<file path="src/rtl/sgdesc_pkg.sv">
package sgdesc_pkg;
  localparam int DESC_WORDS = 8;
  localparam int DESC_BYTES = 32;
  localparam int ADJ_W      = 6;
  localparam int LEN_W      = 28;
  localparam logic [15:0] DESC_MAGIC = 16'hAD4B;

  typedef enum logic [2:0] {
    S_IDLE,
    S_REQ,
    S_RECV,
    S_CHECK,
    S_OUT,
    S_DRAIN
  } walk_state_e;
endpackage

</file>
<file path="src/rtl/sgdesc_burst.sv">
// Group size for one read request: 1 + adj, cut at the page edge, at least one.
module sgdesc_burst
  import sgdesc_pkg::*;
#(
  parameter int PAGE_BYTES = 4096,
  localparam int PG_W = $clog2(PAGE_BYTES),
  localparam int BC_W = ADJ_W + 1
) (
  input  logic [PG_W-1:0]  offs,
  input  logic [ADJ_W-1:0] adj,
  output logic [BC_W-1:0]  count
);
  logic [31:0]     room;
  logic [BC_W-1:0] want;

  always_comb begin
    room = (32'(PAGE_BYTES) - {{(32-PG_W){1'b0}}, offs}) >> $clog2(DESC_BYTES);
    want = {1'b0, adj} + 1'b1;
    if ({{(32-BC_W){1'b0}}, want} <= room) count = want;
    else if (room == 32'd0)                count = BC_W'(1);
    else                                    count = room[BC_W-1:0];
  end
endmodule

</file>
<file path="src/rtl/sgdesc_collect.sv">
// Holds the eight words of the descriptor being received and decodes its fields.
module sgdesc_collect
  import sgdesc_pkg::*;
(
  input  logic             clk,
  input  logic             rst,
  input  logic             wr_en,
  input  logic [2:0]       wr_idx,
  input  logic [31:0]      wr_data,
  input  logic             wr_err,
  output logic             magic_ok,
  output logic [ADJ_W-1:0] adj,
  output logic             f_stop,
  output logic             f_irq,
  output logic             f_eop,
  output logic [LEN_W-1:0] len,
  output logic [63:0]      src,
  output logic [63:0]      dst,
  output logic [63:0]      nxt,
  output logic             err_seen
);
  logic [31:0] words [DESC_WORDS];
  logic        unused_bits;

  // plain write-only storage, no reset, so it can map to distributed RAM
  always_ff @(posedge clk) begin
    if (wr_en) words[wr_idx] <= wr_data;
  end

  // error seen on any word of this descriptor; restarts at word 0
  always_ff @(posedge clk) begin
    if (rst)        err_seen <= 1'b0;
    else if (wr_en) err_seen <= (wr_idx == 3'd0) ? wr_err : (err_seen | wr_err);
  end

  assign magic_ok = (words[0][31:16] == DESC_MAGIC);
  assign adj      = words[0][13:8];
  assign f_eop    = words[0][4];
  assign f_irq    = words[0][1];
  assign f_stop   = words[0][0];
  assign len      = words[1][LEN_W-1:0];
  assign src      = {words[3], words[2]};
  assign dst      = {words[5], words[4]};
  assign nxt      = {words[7], words[6]};

  assign unused_bits = ^{words[0][15:14], words[0][7:5], words[0][3:2], words[1][31:LEN_W]};
endmodule

</file>
<file path="src/rtl/sgdesc_walker.sv">
module sgdesc_walker
  import sgdesc_pkg::*;
#(
  parameter int PAGE_BYTES = 4096,
  parameter int CNT_W      = 32
) (
  input  logic             clk,
  input  logic             rst,
  input  logic             run,
  input  logic [31:0]      first_addr_lo,
  input  logic [31:0]      first_addr_hi,
  input  logic [ADJ_W-1:0] first_adj,
  input  logic             ie_desc_done,
  output logic             rd_req_valid,
  input  logic             rd_req_ready,
  output logic [63:0]      rd_req_addr,
  output logic [ADJ_W:0]   rd_req_count,
  input  logic             rd_rsp_valid,
  output logic             rd_rsp_ready,
  input  logic [31:0]      rd_rsp_data,
  input  logic             rd_rsp_err,
  output logic             xfer_valid,
  input  logic             xfer_ready,
  output logic [63:0]      xfer_src,
  output logic [63:0]      xfer_dst,
  output logic [LEN_W-1:0] xfer_len,
  output logic             xfer_eop,
  output logic             busy,
  output logic             st_desc_stopped,
  output logic             st_magic_stopped,
  output logic             st_desc_error,
  output logic             cmp_event,
  output logic [CNT_W-1:0] done_count
);
  localparam int PG_W = $clog2(PAGE_BYTES);
  localparam int BC_W = ADJ_W + 1;
  localparam int WL_W = BC_W + $clog2(DESC_WORDS);

  walk_state_e      state;
  logic             run_q;
  logic [2:0]       widx;
  logic [WL_W-1:0]  words_left;
  logic             rsp_fire;

  logic             d_magic_ok, d_stop, d_irq, d_eop, d_err;
  logic [ADJ_W-1:0] d_adj;
  logic [LEN_W-1:0] d_len;
  logic [63:0]      d_src, d_dst, d_nxt;

  logic [63:0]      calc_addr;
  logic [ADJ_W-1:0] calc_adj;
  logic [BC_W-1:0]  calc_cnt;

  assign rd_rsp_ready = (state == S_RECV) || (state == S_DRAIN);
  assign rsp_fire     = rd_rsp_valid && rd_rsp_ready;

  sgdesc_collect u_collect (
    .clk      (clk),
    .rst      (rst),
    .wr_en    (rsp_fire && (state == S_RECV)),
    .wr_idx   (widx),
    .wr_data  (rd_rsp_data),
    .wr_err   (rd_rsp_err),
    .magic_ok (d_magic_ok),
    .adj      (d_adj),
    .f_stop   (d_stop),
    .f_irq    (d_irq),
    .f_eop    (d_eop),
    .len      (d_len),
    .src      (d_src),
    .dst      (d_dst),
    .nxt      (d_nxt),
    .err_seen (d_err)
  );

  // one clipper shared by the first request and every follow-on request
  always_comb begin
    if (state == S_IDLE) begin
      calc_addr = {first_addr_hi, first_addr_lo};
      calc_adj  = first_adj;
    end else begin
      calc_addr = d_nxt;
      calc_adj  = d_adj;
    end
  end

  sgdesc_burst #(.PAGE_BYTES(PAGE_BYTES)) u_burst (
    .offs  (calc_addr[PG_W-1:0]),
    .adj   (calc_adj),
    .count (calc_cnt)
  );

  always_ff @(posedge clk) begin
    if (rst) begin
      state            <= S_IDLE;
      run_q            <= 1'b0;
      widx             <= '0;
      words_left       <= '0;
      rd_req_valid     <= 1'b0;
      rd_req_addr      <= '0;
      rd_req_count     <= '0;
      xfer_valid       <= 1'b0;
      xfer_src         <= '0;
      xfer_dst         <= '0;
      xfer_len         <= '0;
      xfer_eop         <= 1'b0;
      busy             <= 1'b0;
      st_desc_stopped  <= 1'b0;
      st_magic_stopped <= 1'b0;
      st_desc_error    <= 1'b0;
      cmp_event        <= 1'b0;
      done_count       <= '0;
    end else begin
      run_q     <= run;
      cmp_event <= 1'b0;
      if (rsp_fire) words_left <= words_left - 1'b1;

      case (state)
        S_IDLE: begin
          if (run && !run_q) begin
            busy             <= 1'b1;
            st_desc_stopped  <= 1'b0;
            st_magic_stopped <= 1'b0;
            st_desc_error    <= 1'b0;
            done_count       <= '0;
            rd_req_valid     <= 1'b1;
            rd_req_addr      <= calc_addr;
            rd_req_count     <= calc_cnt;
            state            <= S_REQ;
          end
        end
        S_REQ: begin
          if (rd_req_ready) begin
            rd_req_valid <= 1'b0;
            words_left   <= {rd_req_count, 3'b000};
            widx         <= '0;
            state        <= S_RECV;
          end
        end
        S_RECV: begin
          if (rsp_fire) begin
            widx <= widx + 3'd1;
            if (widx == 3'd7) state <= S_CHECK;
          end
        end
        S_CHECK: begin
          if (d_err) begin
            st_desc_error <= 1'b1;
            state         <= S_DRAIN;
          end else if (!d_magic_ok) begin
            st_magic_stopped <= 1'b1;
            state            <= S_DRAIN;
          end else begin
            xfer_valid <= 1'b1;
            xfer_src   <= d_src;
            xfer_dst   <= d_dst;
            xfer_len   <= d_len;
            xfer_eop   <= d_eop;
            state      <= S_OUT;
          end
        end
        S_OUT: begin
          if (xfer_ready) begin
            xfer_valid <= 1'b0;
            done_count <= done_count + 1'b1;
            cmp_event  <= d_irq && ie_desc_done;
            if (d_stop) begin
              st_desc_stopped <= 1'b1;
              state           <= S_DRAIN;
            end else if (!run) begin
              state <= S_DRAIN;
            end else if (words_left != '0) begin
              widx  <= '0;
              state <= S_RECV;
            end else begin
              rd_req_valid <= 1'b1;
              rd_req_addr  <= calc_addr;
              rd_req_count <= calc_cnt;
              state        <= S_REQ;
            end
          end
        end
        S_DRAIN: begin
          if (words_left == '0 || (words_left == WL_W'(1) && rsp_fire)) begin
            busy  <= 1'b0;
            state <= S_IDLE;
          end
        end
        default: state <= S_IDLE;
      endcase
    end
  end

  // a request always asks for between one and 64 descriptors
  p_burst_bounds_r3: assert property (@(posedge clk) disable iff (rst)
    rd_req_valid |-> (rd_req_count != '0) && (int'(rd_req_count) <= (1 << ADJ_W)));

  // an aligned request never runs past the page edge
  p_page_clip_r4: assert property (@(posedge clk) disable iff (rst)
    (rd_req_valid && rd_req_addr[4:0] == 5'd0) |->
      (int'(rd_req_addr[PG_W-1:0]) + int'(rd_req_count) * DESC_BYTES) <= PAGE_BYTES);

  // an offered transfer holds until accepted
  p_xfer_hold_r11: assert property (@(posedge clk) disable iff (rst)
    (xfer_valid && !xfer_ready) |=> xfer_valid && $stable(xfer_src) && $stable(xfer_dst)
      && $stable(xfer_len) && $stable(xfer_eop));

  // one count per acceptance
  p_count_step_r9: assert property (@(posedge clk) disable iff (rst)
    (xfer_valid && xfer_ready) |=> done_count == $past(done_count) + 1'b1);

  // an event follows an acceptance made with the enable high
  p_event_gate_r6: assert property (@(posedge clk) disable iff (rst)
    cmp_event |-> $past(ie_desc_done && xfer_valid && xfer_ready));

  // after a fault nothing more is offered or requested
  p_fault_quiet_r2: assert property (@(posedge clk) disable iff (rst)
    (st_magic_stopped || st_desc_error) |-> !xfer_valid && !rd_req_valid);

  // an idle engine offers nothing
  p_idle_quiet_r7: assert property (@(posedge clk) disable iff (rst)
    !busy |-> !xfer_valid && !rd_req_valid);
endmodule

</file>
<file path="config.mk">
export PLATFORM = sky130hd
export DESIGN_NAME = sgdesc_walker
export DESIGN_NICKNAME = d
export VERILOG_FILES = /design/src/rtl/sgdesc_pkg.sv /design/src/rtl/sgdesc_burst.sv /design/src/rtl/sgdesc_collect.sv /design/src/rtl/sgdesc_walker.sv
export SDC_FILE = /design/constraint.sdc
export NUM_CORES = 1
export LEC_CHECK = 0
export ABC_CLOCK_PERIOD_IN_PS = 4800
export BUFFER_PORTS_ARGS = -buffer_cell sky130_fd_sc_hd__buf_4
export CORE_MARGIN = 3
export CORE_UTILIZATION = 50
export CTS_CLUSTER_SIZE = 25
export DETAILED_ROUTE_END_ITERATION = 12
export PLACE_DENSITY_LB_ADDON = 0.12
export SYNTH_ARGS = -nofsm -noshare
export SYNTH_HDL_FRONTEND = slang
export SYNTH_SLANG_ARGS = --single-unit
</file>
<file path="constraint.sdc">
create_clock -name clk -period 4.8 [get_ports clk]
set_input_delay 0.96 -clock clk [delete_from_list [all_inputs] [get_ports clk]]
set_output_delay 0.96 -clock clk [all_outputs]
set_load 0.005 [all_outputs]
</file>
; Word level (Yosys, flattened, before mapping)
; Memory sizes are Yosys's and may differ from the RTL's. A register that Yosys moved wholly into a read port is not among the register bits.
; Index checks and enable logic that the tools add are counted.
[totals]
register_bits = 129
ram_bits = 256
inputBits = 110
output_inout_bits = 268
elab_cells = 147
memories = 1
[memory_table]
columns = memory, words, word_bits, read_ports, rd_ports_with_merged_regs, write_ports, line_no
row1 = u_collect.words, 8, 32, 8, 5, 1, sgdesc_collect.sv:22  ; logic [31:0] words [DESC_WORDS];
[op_classes]
addsub = 5
magnitude_cmp = 1
n_eq_ne = 23
muxes = 66
n_bitwise = 4
reduce_logical = 31
[ops]
columns = cell, count
row1 = 2-to-1 mux 64 bit, 6
row2 = case mux 64 bit (2 select lines), 1
row3 = 2-to-1 mux 32 bit, 2
row4 = case mux 32 bit (2 select lines), 1
row5 = 2-to-1 mux 7 bit, 7
row6 = 2-to-1 mux 3 bit, 14
row7 = "adder 32 x 1 -> 32 bit, second input constant", 1
row8 = zero test 32 bit, 1
row9 = 2-to-1 mux 10 bit, 3
row10 = less-or-equal comparator 7 x 27 -> 1 bit, 1
row11 = "!= test 2 bit, second input constant", 11
row12 = 2-to-1 mux 1 bit, 21
row13 = case mux 3 bit (6 select lines), 1
row14 = "== test 16 bit, second input constant", 1
row15 = case mux 7 bit (2 select lines), 1
row16 = AND reduction 7 bit, 2
row17 = "subtractor 13 x 12 -> 14 bit, first input constant", 1
row18 = AND reduction 3 bit, 4
row19 = AND reduction 4 bit, 3
row20 = AND reduction 6 bit, 2
row21 = "== test 10 x 1 -> 1 bit, second input constant", 1
row22 = zero test 10 bit, 1
row23 = case mux 1 bit (2 select lines), 5
row24 = nonzero test 10 bit, 1
row25 = other kinds (20), 38

; Longest topological paths before layout
[logic_depth]
ltp_word = 11
depth_mapped = 16
mapped_depth_nobuf = 12

; By module
; Synthesis repeated with hierarchy kept, for this count alone.
[hier_totals]
hier_cells = 1729
hier_area_um2 = 19263.5
[modules_own_cells]
columns = module, n_inst, cells_each, area_each_um2, seq_area_each_um2
row1 = sgdesc_walker, 1, 1390, 11208.2, 5685.5
row2 = sgdesc_collect, 1, 273, 7558.5, 7377.1
row3 = sgdesc_burst, 1, 66, 496.7, 0.0

; Least setup slack after synthesis
; OpenSTA, ideal clock, no wires.
[synth_timing]
path_type = input to register
start = in first_addr_lo[3]
end = reg rd_req_count[5]
setup_ps = 88
arrival_ps = 3815
required_ps = 4712
path_slack_ps = 897
stages = 11
path_buffers = 0
cell_sequence = or4_4 or4_4 o2bb2a_4 nand2_1 xnor2_1 ha_1 nand3_1 a21oi_1 o32ai_1 o21ai_0 a311oi_2
[synth_between]
elab_chain_len = 10
elab_cells_between_ends = 12
cone_classes = 1 x add/sub / 1 x order compare / 9 x mux / 1 x reduce/logical
[synth_lines]
columns = element, line_no
row1 = start: declaration, sgdesc_walker.sv:10  ; input logic [31:0] first_addr_lo,
row2 = 2-to-1 mux 64 bit *, sgdesc_walker.sv:78  ; if (state == S_IDLE) begin
row3 = subtractor 13 x 12 -> 14 bit *, sgdesc_burst.sv:17  ; room = (32'(PAGE_BYTES) - {{(32-PG_W){1'b0}}, offs}) >> $clog2(DESC_BYTES);
row4 = branches (longest 2 deep; another with less-or-equal comparator 7 x 27 -> 1 bit), -
row5 = 2-to-1 mux 7 bit *, sgdesc_burst.sv:19  ; if ({{(32-BC_W){1'b0}}, want} <= room) count = want;
row6 = 2-to-1 mux 7 bit, sgdesc_walker.sv:172  ; end else if (words_left != '0) begin
row7 = 2-to-1 mux 7 bit, sgdesc_walker.sv:170  ; end else if (!run) begin
row8 = 2-to-1 mux 7 bit, sgdesc_walker.sv:167  ; if (d_stop) begin
row9 = 2-to-1 mux 7 bit, sgdesc_walker.sv:163  ; if (xfer_ready) begin
row10 = case mux 7 bit (2 select lines) *, sgdesc_walker.sv:118  ; case (state)
row11 = end signal: assignment, sgdesc_walker.sv:128  ; rd_req_count <= calc_cnt;
row12 = end signal: assignment, sgdesc_walker.sv:178  ; rd_req_count <= calc_cnt;
row13 = end: declaration, sgdesc_walker.sv:17  ; output logic [ADJ_W:0] rd_req_count,
; Mark *: on every way between the ends. The select of a mux whose other input is x is not followed.
; A chain may end at the register's enable or synchronous reset.

; Worst setup path after layout
[layout_timing]
start = reg state[2]
end = reg rd_req_count[5]
[layout_between]
elab_chain_len = 11
elab_cells_between_ends = 23
cone_classes = 2 x add/sub / 1 x order compare / 6 x eq/ne / 10 x mux / 4 x reduce/logical
[layout_lines]
columns = element, line_no
row1 = start: declaration, sgdesc_walker.sv:39  ; walk_state_e state;
row2 = start signal: assignment, sgdesc_walker.sv:95  ; state <= S_IDLE;
row3 = start signal: assignment, sgdesc_walker.sv:129  ; state <= S_REQ;
row4 = start signal: assignment, sgdesc_walker.sv:137  ; state <= S_RECV;
row5 = branches (longest 11 deep; another with less-or-equal comparator 7 x 27 -> 1 bit), -
; Several ways; the timed one is not identified. The select of a mux whose other input is x is not followed.

==> impl_metrics.tcl <==
set metrics [dict create \
    status "finished, final reports clean" \
    clockBufferDepth 3 \
    synth_xor_area_share_pct 1.861 \
    hold_path_class "register to register" \
    multiInputGateArea_um2 5837 \
    initial_utilization_pct 51.00 \
    grt_util_all_layers_pct 25.95 \
    max_slew_margin_pct 19.28 \
    cts_root_buf "clkbuf_16" \
    die_area_um2 40990 \
    sw_frac_of_total_pct 28.15 \
    cp.required_ns 5.29 \
    fin_nets 2251 \
    holdPathStages 2 \
    maxSlewViolCount 0 \
    ys_seq_elements 530 \
    async_reset_ff_share_pct 0 \
    peakVddDrop_mv 0.3723 \
    path_cells "or3_2 -> buf_4 -> buf_4 -> mux2i_1 -> xnor2_1 -> ha_1 -> o211ai_1 -> a21oi_1 -> o32ai_1 -> buf_4 -> or3_1 -> a311oi_2" \
    power.net_switching_w 0.003365 \
    mostFrequentLayoutCell "nand2_1" \
    io_buffers 377 \
    endpoint_kind "register" \
    rows 71 \
    fin_crit_sh_pct 79.73 \
    routed_wl_mm 54.42 \
    clk_pin_slew_ns 0.06 \
    core_um2 37840 \
    synth_fa_ha_area_share_pct 0.9077 \
    tightestPinTransition_ns 1.211 \
    grt_first_pass_wirelength_mm 82.57 \
    synth_seq_area_share_pct 67.69 \
    clkLatencyLatePin_ns 0.59 \
    synth_top_family_by_area "simple AND/OR/NAND/NOR gates" \
    ios 378 \
    maxClockFrequency_ghz 0.2613 \
    critPathKind "register to register" \
    placed_area_um2 22590 \
    postRouteAntennaNets 0 \
    cp_max_fo 53 \
    p_int_w 0.008590 \
    sequentialPowerShare_pct 43.5 \
    grt_start_max_net_pins 121 \
    syn_nets 1911 \
    p_comb_share_pct 20.4 \
    r2r_end "rd_req_count[5]" \
    place_hpwl_mm 36.07 \
    fin_crit_ns 3.827 \
    yosysUniqueCellTypes 58 \
    holdBufCountCts 0 \
    drv_cap 0 \
    gp_congestion 0.8469 \
    cp.depth 12 \
    hold_end "xfer_src[0]" \
    numClockSinks 530 \
    reg2regPathDepth 12 \
    synth-edff-count 245 \
    wl_per_cell_um 20.30 \
    synthMuxAreaShare_pct 0.4149 \
    finalClockSkew_ns 0.01500 \
    cp_data_arrival_time_ns 4.32 \
    synthSimpleGateAreaFrac_pct 16.39 \
    antenna_cells 0 \
    grt-ovfl-total 0 \
    r2r_setup_slack_ns 0.97 \
    hold_violations 0 \
    first_pass_iters 5 \
    yosys_warnings 0 \
    critPathMostFrequentCell "buf_4" \
    syn_avg_cell_area_um2 10.80 \
    clkPwrFrac_pct 36.1 \
    cts_made_buffers 52 \
    post-route-cell-area_um2 24430 \
    drive_gt1_share_pct 22.95 \
    synth-main-ff-cell "dfxtp_1" \
    register_area_um2 13060 \
    via_count 14575 \
    cts_tree "done" \
    p_leak_nw 9.013 \
    syn_area_um2 19300 \
    final-setup-viol-count 0 \
    antenna_found_initial 0 \
    crit_family "buffers and inverters" \
    drt-vias-per-instance 5.436 \
    critPathSlowestCell "dfxtp_1" \
    critPathBufInv 3 \
    rr_startpoint "state[2]" \
    rsz0062_at_grt "false" \
    final_cell_mix "nand2_1 (490), buf_4 (390), dfxtp_1 (285)" \
    htreeDepth 2 \
    die_x_um 202.5 \
    synthesis.instances 1787 \
    synth_compound_area_share_pct 10.20 \
    power.density_nw_per_um2 489.4 \
    tns_ns 0 \
    cpPeakStageDelay_ns 0.74 \
    critPathLaunchType "register" \
    drc 0 \
    cts_resized 0 \
    fillers 3080 \
    initialDrtViolationCount 965 \
    grt_pass1_vias 14099 \
    hp-start "xfer_src[0]" \
    area_delta_synth_final_pct 26.59 \
    die-height_um 202.5 \
    postCtsSetupBuffers 0 \
]
## metrics by stage
step	cells	hold WS (ns)	total power (W)	utilization, %	worst slack, ns
2_1_floorplan	1787	0.4527	0.006785	-	0.8973
3_5_place_dp	2584	0.4477	0.007739	59.70	0.7110
6_report	2681	0.4535	0.01195	64.55	0.9729
5_1_grt	2681	0.4736	0.01255	64.55	0.6390
4_1_cts	2681	0.4561	0.01204	64.55	0.9546
3_3_place_gp	2584	0.4428	0.007698	59.70	0.7489
## layout make-up
type / count / share of cell area, %
clock buffer: 84 / 6.484
tap: 511 / 2.617
sequential: 530 / 53.47
inverter: 19 / 0.2919
multi-input combinational: 1131 / 23.89
timing repair buffer: 393 / 12.20
clock inverter: 13 / 1.040
## power by group through the flow
stage / Combinational (W) / Clock [W] / Sequential (W)
6_report: 0.00244 / 0.00432 / 0.00520
5_1_grt: 0.00274 / 0.00458 / 0.00523
4_1_cts: 0.00246 / 0.00439 / 0.00520
3_5_place_dp: 0.00244 / 0 / 0.00530
3_3_place_gp: 0.00241 / 0 / 0.00528
2_1_floorplan: 0.00153 / 0 / 0.00525
## metal layers
layer | vias up | part of all wire [%] | global-route usage (%)
li1 | 6917 | - | -
met1 | 7099 | 40 | 32.63
met2 | 459 | 50 | 44.78
met3 | 100 | 6.8 | 5.467
met4 | 0 | 3.2 | 8.983
met5 | - | 0 | 0
## worst max path at each step
stage                           from              end  slack (ns)
floorplan           first_addr_lo[3]  rd_req_count[5]        0.90
finish                      state[2]  rd_req_count[5]        0.97
global placement    first_addr_lo[3]  rd_req_count[5]        0.75
CTS                         state[2]  rd_req_count[3]        0.95
global route                state[2]  rd_req_count[3]        0.64
detailed placement  first_addr_lo[3]  rd_req_count[3]        0.71
## worst reg2reg max path, delay by kind of cell (launching register included)
family	cells	cell delay, ns
xor+xnor	1	0.12
simple gates	2	0.65
fa+ha+maj	1	0.32
buf+inv	3	1.01
mux	1	0.29
flops	1	0.74
compound gates	4	0.61
## sequential cells by signal (all words and copies together), names as in the netlist
signal / flops
busy: 1
u_collect.words: 245
words_left: 10
rd_req_valid: 1
xfer_len: 28
rd_req_count: 7
st_magic_stopped: 1
run_q: 1
xfer_eop: 1
state: 3
widx: 3
st_desc_error: 1
rd_req_addr: 64
xfer_valid: 1
xfer_dst: 64
u_collect.err_seen: 1
xfer_src: 64
cmp_event: 1
done_count: 32
st_desc_stopped: 1
## synthesized netlist by cell type, types with 2 or more instances
library cell | n | area (um2)
o31ai_1 | 2 | 15.01
clkbuf_1 | 92 | 345.3
o211ai_1 | 6 | 45.04
o2111ai_1 | 2 | 17.52
nor3b_1 | 2 | 15.01
nand3_1 | 22 | 110.1
buf_1 | 2 | 7.510
a21oi_1 | 186 | 930.9
dfxtp_1 | 285 | 5705
nor3_1 | 21 | 105.1
and3_1 | 11 | 68.82
or3_1 | 12 | 75.07
a31oi_1 | 5 | 31.28
or2_2 | 3 | 18.77
inv_1 | 19 | 71.32
o221ai_1 | 3 | 26.28
nor4_1 | 14 | 87.58
o21ai_0 | 18 | 90.09
mux2i_1 | 8 | 80.08
or3b_2 | 2 | 17.52
a311oi_1 | 65 | 569.3
buf_2 | 13 | 65.06
ha_1 | 14 | 175.2
edfxtp_1 | 245 | 7357
nor2b_1 | 6 | 37.54
and4_1 | 3 | 26.28
nand4b_1 | 3 | 26.28
xnor2_1 | 28 | 245.2
xor2_1 | 13 | 113.9
or4_4 | 2 | 22.52
and2_1 | 2 | 12.51
nand4_1 | 14 | 87.58
nand2b_1 | 5 | 31.28
nand2_1 | 490 | 1839
o32ai_1 | 2 | 17.52
or4_1 | 2 | 15.01
a21o_1 | 3 | 22.52
a211oi_1 | 9 | 67.56
nor2_1 | 132 | 495.5
nor4b_1 | 3 | 26.28
## kinds of logic after synthesis
| family | Yosys count |
|---|---|
| AO/OA/AOI/OAI | 314 |
| XOR/XNOR | 41 |
| multiplexers | 8 |
| buffers and inverters | 126 |
| adder cells (fa/ha/maj) | 14 |
| AND/OR/NAND/NOR | 754 |
| flip-flops | 530 |
Note: power is estimated with default switching activity, not from simulation.
